File: config.mk
export PLATFORM = sky130hd
export DESIGN_NAME = burst_col_gen
export DESIGN_NICKNAME = d
export VERILOG_FILES = /design/src/rtl/bcg_pkg.sv /design/src/rtl/bcg_mode_reg.sv /design/src/rtl/bcg_beat_ctrl.sv /design/src/rtl/bcg_addr_map.sv /design/src/rtl/burst_col_gen.sv
export SDC_FILE = /design/constraint.sdc
export NUM_CORES = 1
export LEC_CHECK = 0
export BUFFER_PORTS_ARGS = -buffer_cell sky130_fd_sc_hd__clkbuf_2
export CAP_MARGIN = 20
export CORE_MARGIN = 2
export CORE_UTILIZATION = 50
export DETAILED_ROUTE_END_ITERATION = 6
export GPL_ROUTABILITY_DRIVEN = 1
export PLACE_DENSITY = 0.75
export SLEW_MARGIN = 15
export SYNTH_ARGS = -nofsm -noshare
export SYNTH_HDL_FRONTEND = slang
export SYNTH_SLANG_ARGS = --single-unit
File: constraint.sdc
create_clock -name clk -period 2.01 [get_ports clk]
set_clock_uncertainty 0.05 [all_clocks]
set_input_delay 0.3015 -clock clk [delete_from_list [all_inputs] [get_ports clk]]
set_output_delay 0.3015 -clock clk [all_outputs]
set_load 0.03 [all_outputs]
File: src/rtl/bcg_pkg.sv
package bcg_pkg;
  localparam logic [2:0] LEN_1    = 3'd0;
  localparam logic [2:0] LEN_2    = 3'd1;
  localparam logic [2:0] LEN_4    = 3'd2;
  localparam logic [2:0] LEN_8    = 3'd3;
  localparam logic [2:0] LEN_PAGE = 3'd7;

  typedef struct packed {
    logic [2:0] len;
    logic       ilv;
  } mode_t;

  function automatic logic len_is_page(input logic [2:0] len);
    return len == LEN_PAGE;
  endfunction
endpackage

File: src/rtl/bcg_mode_reg.sv
module bcg_mode_reg
  import bcg_pkg::*;
(
  input  logic       clk,
  input  logic       rst_n,
  input  logic       load,
  input  logic [2:0] len_in,
  input  logic       ilv_in,
  output mode_t      mode_q
);
  always_ff @(posedge clk or negedge rst_n) begin
    if (!rst_n) begin
      mode_q <= '{len: LEN_1, ilv: 1'b0};
    end else if (load) begin
      mode_q <= '{len: len_in, ilv: ilv_in};
    end
  end
endmodule

File: src/rtl/bcg_beat_ctrl.sv
module bcg_beat_ctrl #(
  parameter int unsigned COL_W = 10
) (
  input  logic             clk,
  input  logic             rst_n,
  input  logic             start,
  input  logic [COL_W-1:0] start_col,
  input  logic             stop,
  input  logic             last_beat,
  output logic             active,
  output logic [COL_W-1:0] base,
  output logic [COL_W-1:0] beat,
  output logic             halt
);
  // a burst closes on stop or on its final beat, unless a new command replaces it
  assign halt = active & ~start & (stop | last_beat);

  always_ff @(posedge clk or negedge rst_n) begin
    if (!rst_n) begin
      active <= 1'b0;
      base   <= '0;
      beat   <= '0;
    end else if (start) begin
      active <= 1'b1;
      base   <= start_col;
      beat   <= '0;
    end else if (halt) begin
      active <= 1'b0;
      beat   <= '0;
    end else if (active) begin
      beat   <= beat + 1'b1;
    end
  end
endmodule

File: src/rtl/bcg_addr_map.sv
module bcg_addr_map
  import bcg_pkg::*;
#(
  parameter int unsigned COL_W = 10
) (
  input  mode_t            mode,
  input  logic             active,
  input  logic [COL_W-1:0] base,
  input  logic [COL_W-1:0] beat,
  output logic [COL_W-1:0] col,
  output logic             last_beat,
  output logic             page
);
  // bits of the column that move during a burst
  function automatic logic [COL_W-1:0] beat_mask(input logic [2:0] len);
    case (len)
      LEN_2:    return COL_W'(1);
      LEN_4:    return COL_W'(3);
      LEN_8:    return COL_W'(7);
      LEN_PAGE: return '1;
      default:  return '0;
    endcase
  endfunction

  function automatic logic [COL_W-1:0] map_col(input logic [COL_W-1:0] b,
                                               input logic [COL_W-1:0] i,
                                               input logic [COL_W-1:0] m,
                                               input logic             x);
    logic [COL_W-1:0] moved;
    moved = x ? (b ^ i) : (b + i);
    return (b & ~m) | (moved & m);
  endfunction

  logic [COL_W-1:0] mask;
  logic             ilv_eff;

  assign page      = len_is_page(mode.len);
  assign mask      = beat_mask(mode.len);
  assign ilv_eff   = mode.ilv & ~page;
  assign col       = active ? map_col(base, beat, mask, ilv_eff) : '0;
  assign last_beat = active & ~page & (beat == mask);
endmodule

File: src/rtl/burst_col_gen.sv
module burst_col_gen
  import bcg_pkg::*;
#(
  parameter int unsigned COL_W = 10
) (
  input  logic             clk,
  input  logic             rst_n,
  input  logic             mode_load,
  input  logic [2:0]       mode_len,
  input  logic             mode_ilv,
  input  logic             start,
  input  logic [COL_W-1:0] start_col,
  input  logic             stop,
  output logic [COL_W-1:0] col_out,
  output logic             col_valid,
  output logic             col_last
);
  mode_t            mode_q;
  logic             active;
  logic [COL_W-1:0] base;
  logic [COL_W-1:0] beat;
  logic             last_beat;
  logic             burst_halt;
  logic             full_mode;

  bcg_mode_reg u_mode (
    .clk    (clk),
    .rst_n  (rst_n),
    .load   (mode_load),
    .len_in (mode_len),
    .ilv_in (mode_ilv),
    .mode_q (mode_q)
  );

  bcg_beat_ctrl #(.COL_W(COL_W)) u_ctrl (
    .clk       (clk),
    .rst_n     (rst_n),
    .start     (start),
    .start_col (start_col),
    .stop      (stop),
    .last_beat (last_beat),
    .active    (active),
    .base      (base),
    .beat      (beat),
    .halt      (burst_halt)
  );

  bcg_addr_map #(.COL_W(COL_W)) u_map (
    .mode      (mode_q),
    .active    (active),
    .base      (base),
    .beat      (beat),
    .col       (col_out),
    .last_beat (last_beat),
    .page      (full_mode)
  );

  assign col_valid = active;
  assign col_last  = last_beat;
endmodule

[Yosys cells after proc, flatten, opt, wreduce, memory -nomap -nowiden]
Index checks and enable logic that the tools add are counted.
Storage, ports and cells
  bits of input ports: 19
  register bits: 25
  output and inout bits: 12
  logic and storage cells: 35
Cells by class
  reductions and logical operators: 2
  muxes and demuxes: 8
  $add $sub $neg: 2
  equal/unequal tests: 5
  bitwise gates (word level): 13
Operator list (count)
  two-way mux 10 bit: 5
  one-hot mux 10 bit (4 select lines): 1
  bitwise AND 10 bit: 2
  adder 10 x 1 -> 10 bit, second input constant: 1
  adder 10 bit: 1
  == test 10 bit: 1
  inverter 10 bit: 1
  bitwise OR 10 bit: 1
  bitwise XOR 10 bit: 1
  == test 3 x 2 -> 1 bit, second input constant: 2
  bitwise AND 1 bit: 5
  == test 3 x 1 -> 1 bit, second input constant: 1
  == test 3 bit, second input constant: 1
  nonzero test 3 bit: 1
  two-way mux 1 bit: 2
  inverter 1 bit: 2
  nonzero test 2 bit: 1
  bitwise OR 1 bit: 1

[Depth between registers and ports, before layout]
  depth after elaboration: 8
  depth in mapped cells: 9
  gate-level depth less buffers: 9

[By module]
A second synthesis with hierarchy kept.
Second synthesis, totals
  cells, all modules: 207
  area total of the unflattened synthesis: 1863.0 um^2
Modules (own cells, without submodules)
  bcg_beat_ctrl: area each 952.2 um^2, seq. area each 525.5 um^2, cells each 81, times used 1
  bcg_addr_map: area each 765.7 um^2, seq. area each 0.0 um^2, cells each 118, times used 1
  bcg_mode_reg: area each 145.1 um^2, seq. area each 100.1 um^2, cells each 8, times used 1

[Worst setup path after synthesis]
Ideal clock, no wire load.
  path kind: flip-flop to output port
  start point: register u_ctrl.beat[0]
  end point: output col_out[6]
  data required time: 1.659 ns
  cell stages (with the launch flop): 10
  data arrival time: 2.401 ns
  path buffers: 0
  slack: -0.742 ns
  cells stage by stage: dfrtp_1 -> ha_1 -> inv_1 -> fa_1 -> nor2b_1 -> o211ai_1 -> a31oi_1 -> nor3_1 -> nand3b_1 -> a21boi_0
On the way
  word-level cells in the longest chain between the ends: 5
RTL lines
  start: declaration: line bcg_beat_ctrl.sv:12  | output logic [COL_W-1:0] beat,
  start signal: assignment: line bcg_beat_ctrl.sv:31  | beat <= beat + 1'b1;
  adder 10 bit: line bcg_addr_map.sv:30  | moved = x ? (b ^ i) : (b + i);
  two-way mux 10 bit: line bcg_addr_map.sv:30
  bitwise AND 10 bit: line bcg_addr_map.sv:31  | return (b & ~m) | (moved & m);
  bitwise OR 10 bit: line bcg_addr_map.sv:31
  two-way mux 10 bit: line bcg_addr_map.sv:40  | assign col = active ? map_col(base, beat, mask, ilv_eff) : '0;
  end: declaration: line burst_col_gen.sv:14  | output logic [COL_W-1:0] col_out,
Every way passes these cells.

[Worst setup path after layout]
  start point: register u_ctrl.beat[0]
  end point: output col_out[8]
The elaborated chain is that of the path after synthesis.

==> results.py <==
metrics = {
    "run_status": {
        "status": "finished, violations left",
        "failed_checks": "setup timing",
    },
    "timing": {
        "fin_crit_ns": 2.717,
        "setup_viol_count_final": 15,
        "worst_pin_slew_ns": 0.6466,
        "rsz0062_at_grt": "true",
        "slew_headroom": 0.5689,
        "fmax_mhz": 368.0,
        "fin_ws_ns": -0.7074,
        "report.final.slew_viol_count": 0,
        "hold_viol_final": 0,
        "min_period_over_period": 1.352,
    },
    "floorplanning": {
        "start_util": 0.5301,
        "io_pins": 31,
        "core_area_sq_mm": 0.003390,
        "die_x_um": 63.95,
        "dieArea_sq_mm": 0.004089,
        "row_count": 21,
        "fp.dieH_um": 63.95,
    },
    "place": {
        "postPlaceCellArea_sq_mm": 0.002377,
        "pre_cts_slack_ns": -0.3573,
        "place_congestion": 0.9212,
        "dp_hpwl_um": 3565,
        "io_buffers": 30,
    },
    "critical_path": {
        "cp_max_fo": 2,
        "path_class": "flip-flop to output port",
        "cp-start-kind": "flip-flop",
        "critPathLaunch": "u_ctrl.beat[0]$_DFFE_PN0P_",
        "endpoint_kind": "output port",
        "rrSetupSlack_ns": -0.08,
        "cp.required_ns": 1.66,
        "worstPathArrival_ns": 2.37,
        "r2r_start": "u_ctrl.beat[1]$_DFFE_PN0P_",
    },
    "global_routing": {
        "grt_pass1_vias": 1847,
        "grt.total_usage": 0.2612,
        "antenna_found_initial": 0,
        "grt.overflow.total": 0,
        "grt_pass1_wl_um": 8300,
        "grt_max_degree": 26,
    },
    "pwr": {
        "p_comb_frac": 0.398,
        "p_clk_frac": 0.183,
        "p_leak_nw": 1.255,
        "ir_drop_v": 0.0005314,
        "seqPwrFrac": 0.420,
        "intPower_w": 0.0008827,
        "power_density_mw_per_mm2": 496.6,
        "p_sw_frac": 0.3481,
        "power.switching_w": 0.0004712,
    },
    "detailed_routing": {
        "routed_via_density": 5.514,
        "drtIter0Drc": 109,
        "drc": 0,
        "wl_per_cell_um": 15.58,
        "totalWireLength_um": 5158,
        "drtPass1Iterations": 4,
        "vias": 1825,
        "ant_nets": 0,
    },
    "final_layout": {
        "finalInstanceArea_sq_mm": 0.002726,
        "nets": 316,
        "synthToLayoutAreaGrowth_pct": 51.74,
        "drive_gt1_frac": 0.4912,
        "antenna_cells": 0,
    },
    "clocking": {
        "cts_buffers": 3,
        "cts_tree": "done",
        "path_clk_slew_ns": 0.15,
        "cts-root-buf": "clkbuf_4",
        "clock_sinks": 25,
        "h-tree-depth": 1,
        "clk_latency_ns": 0.34,
        "clockBufferDepth": 2,
    },
    "synthesis": {
        "synth.most_common_cell": "nand2_1",
        "synthTopCellsByCount": "27 x nand2_1, 25 x dfrtp_1, 20 x nand3_1",
        "async_flop_share": 1.000,
        "syn_nets": 234,
        "synth_warnings": 0,
        "yosys.area.top_type_share": 0.3482,
        "netlist_instances": 204,
        "syn_area_sq_mm": 0.001797,
        "syn_area_per_cell_sq_um": 8.807,
        "yosysTopAreaCell": "dfrtp_1",
        "ys_seq_area_frac": 0.3482,
        "ys.flop_type": "dfrtp_1",
        "synth_cell_types": 48,
        "yosys-top-cells-area": "dfrtp_1 35%, mux2_2 8.1%, ha_1 7.0%",
        "synth_edf_count": 0,
        "ys_ff_latch": 25,
    },
    "run": {
        "maxCapViolations": 0,
    },
    "hold_path": {
        "min_from": "start_col[9]",
        "hold_path.class": "input pin to flip-flop",
    },
}
per-layer routing:
layer | up-vias | track usage | share of wire
met5 | - | 0 | 0
met2 | 51 | 0.4714 | 0.51
met3 | 18 | 0.05106 | 0.046
li1 | 898 | - | -
met4 | 0 | 0.09783 | 0.033
met1 | 858 | 0.3026 | 0.41
what timing repair did:
action / in CTS / in global routing
resized for setup: 36 / 28
pin swaps: 18 / 11
hold endpoints to repair: 25 / 0
endpoints found under the setup margin: 11 / 18
hold buffers: 1 / 0
setup buffers: 7 / 9
cloned: 0 / 0
layout make-up:
cell class,count,area (sq um)
clock inverter,1,5.005
fill,208,663.1
inverter,9,33.78
tap,46,57.56
multi-input combinational,162,1305
clock buffer,3,22.52
sequential,25,626.9
timing repair buffer,85,675.6
sequential cells by signal, indices dropped and copies added, names as in the netlist:
register	cells
u_ctrl.active	1
u_ctrl.base	10
u_ctrl.beat	10
u_mode.mode_q	4
cells by family after synthesis:
family	share of synthesized area
buffers and inverters	0.03900
AND/OR/NAND/NOR	0.2472
XOR/XNOR	0.03830
adder cells (fa/ha/maj)	0.08705
multiplexers	0.08705
flip-flops	0.3482
AO/OA/AOI/OAI	0.1532
metrics by stage:
| step | cells | total power, W | TNS (ns) | util | hold slack [ns] |
|---|---|---|---|---|---|
| after floorplan | 204 | 0.0008400 | -0.4914 | - | -0.04409 |
| after global placement | 313 | 0.0009885 | -1.023 | 0.7014 | 0.3035 |
| after detailed placement | 313 | 0.001002 | -1.295 | 0.7014 | 0.3041 |
| after CTS | 325 | 0.001312 | -4.633 | 0.7652 | 0.1148 |
| after global routing | 331 | 0.001429 | -6.847 | 0.8044 | 0.1058 |
| final | 331 | 0.001354 | -5.172 | 0.8044 | 0.1259 |
power by group through the flow:
| stage | Clock (W) | Combinational [W] | Sequential (W) |
|---|---|---|---|
| finish | 0.000247 | 0.000538 | 0.000568 |
| global route | 0.000279 | 0.000578 | 0.000572 |
| CTS | 0.000250 | 0.000498 | 0.000565 |
| detailed placement | 0 | 0.000429 | 0.000574 |
| global placement | 0 | 0.000416 | 0.000572 |
| floorplan | 0 | 0.000263 | 0.000577 |
worst max-delay path, stage by stage, from the launching register on:
cell      delay, ns
dfrtp_2        0.43
ha_4           0.15
inv_2          0.03
fa_2           0.35
nor2b_2        0.13
o211ai_1       0.11
a32oi_1        0.29
xnor2_1        0.16
o21ai_1        0.07
and2_4         0.16
buf_8          0.13
worst paths after layout:
| kind | end | cells after the start |
|---|---|---|
| worst max-delay path | col_out[8] | 10 |
| worst min-delay path | u_ctrl.base[9]$_DFFE_PN0P_ | 2 |
| worst max register to register | u_ctrl.beat[2]$_DFFE_PN0P_ | 8 |
| worst min register to register | u_ctrl.base[5]$_DFFE_PN0P_ | 1 |
| max in group asynchronous | u_ctrl.beat[0]$_DFFE_PN0P_ | 2 |
| min in group asynchronous | u_ctrl.base[1]$_DFFE_PN0P_ | 2 |
layout by cell type (no fill, tap or decap), drive strengths merged, types with 2 or more instances in the layout:
master  count
a21o        2
o211ai      2
nor4        2
inv         9
a21oi       9
or2         2
and3        3
nor3        4
clkbuf     27
nor2b       2
mux2       13
nand3      20
or3         5
a31oi       4
ha         10
nand2b      2
buf        60
and2        6
nor2        6
xor2        2
a21boi      3
xnor2       5
nand2      28
o21ai      16
dfrtp      25
No activity file was read; power rests on OpenSTA's default activity.
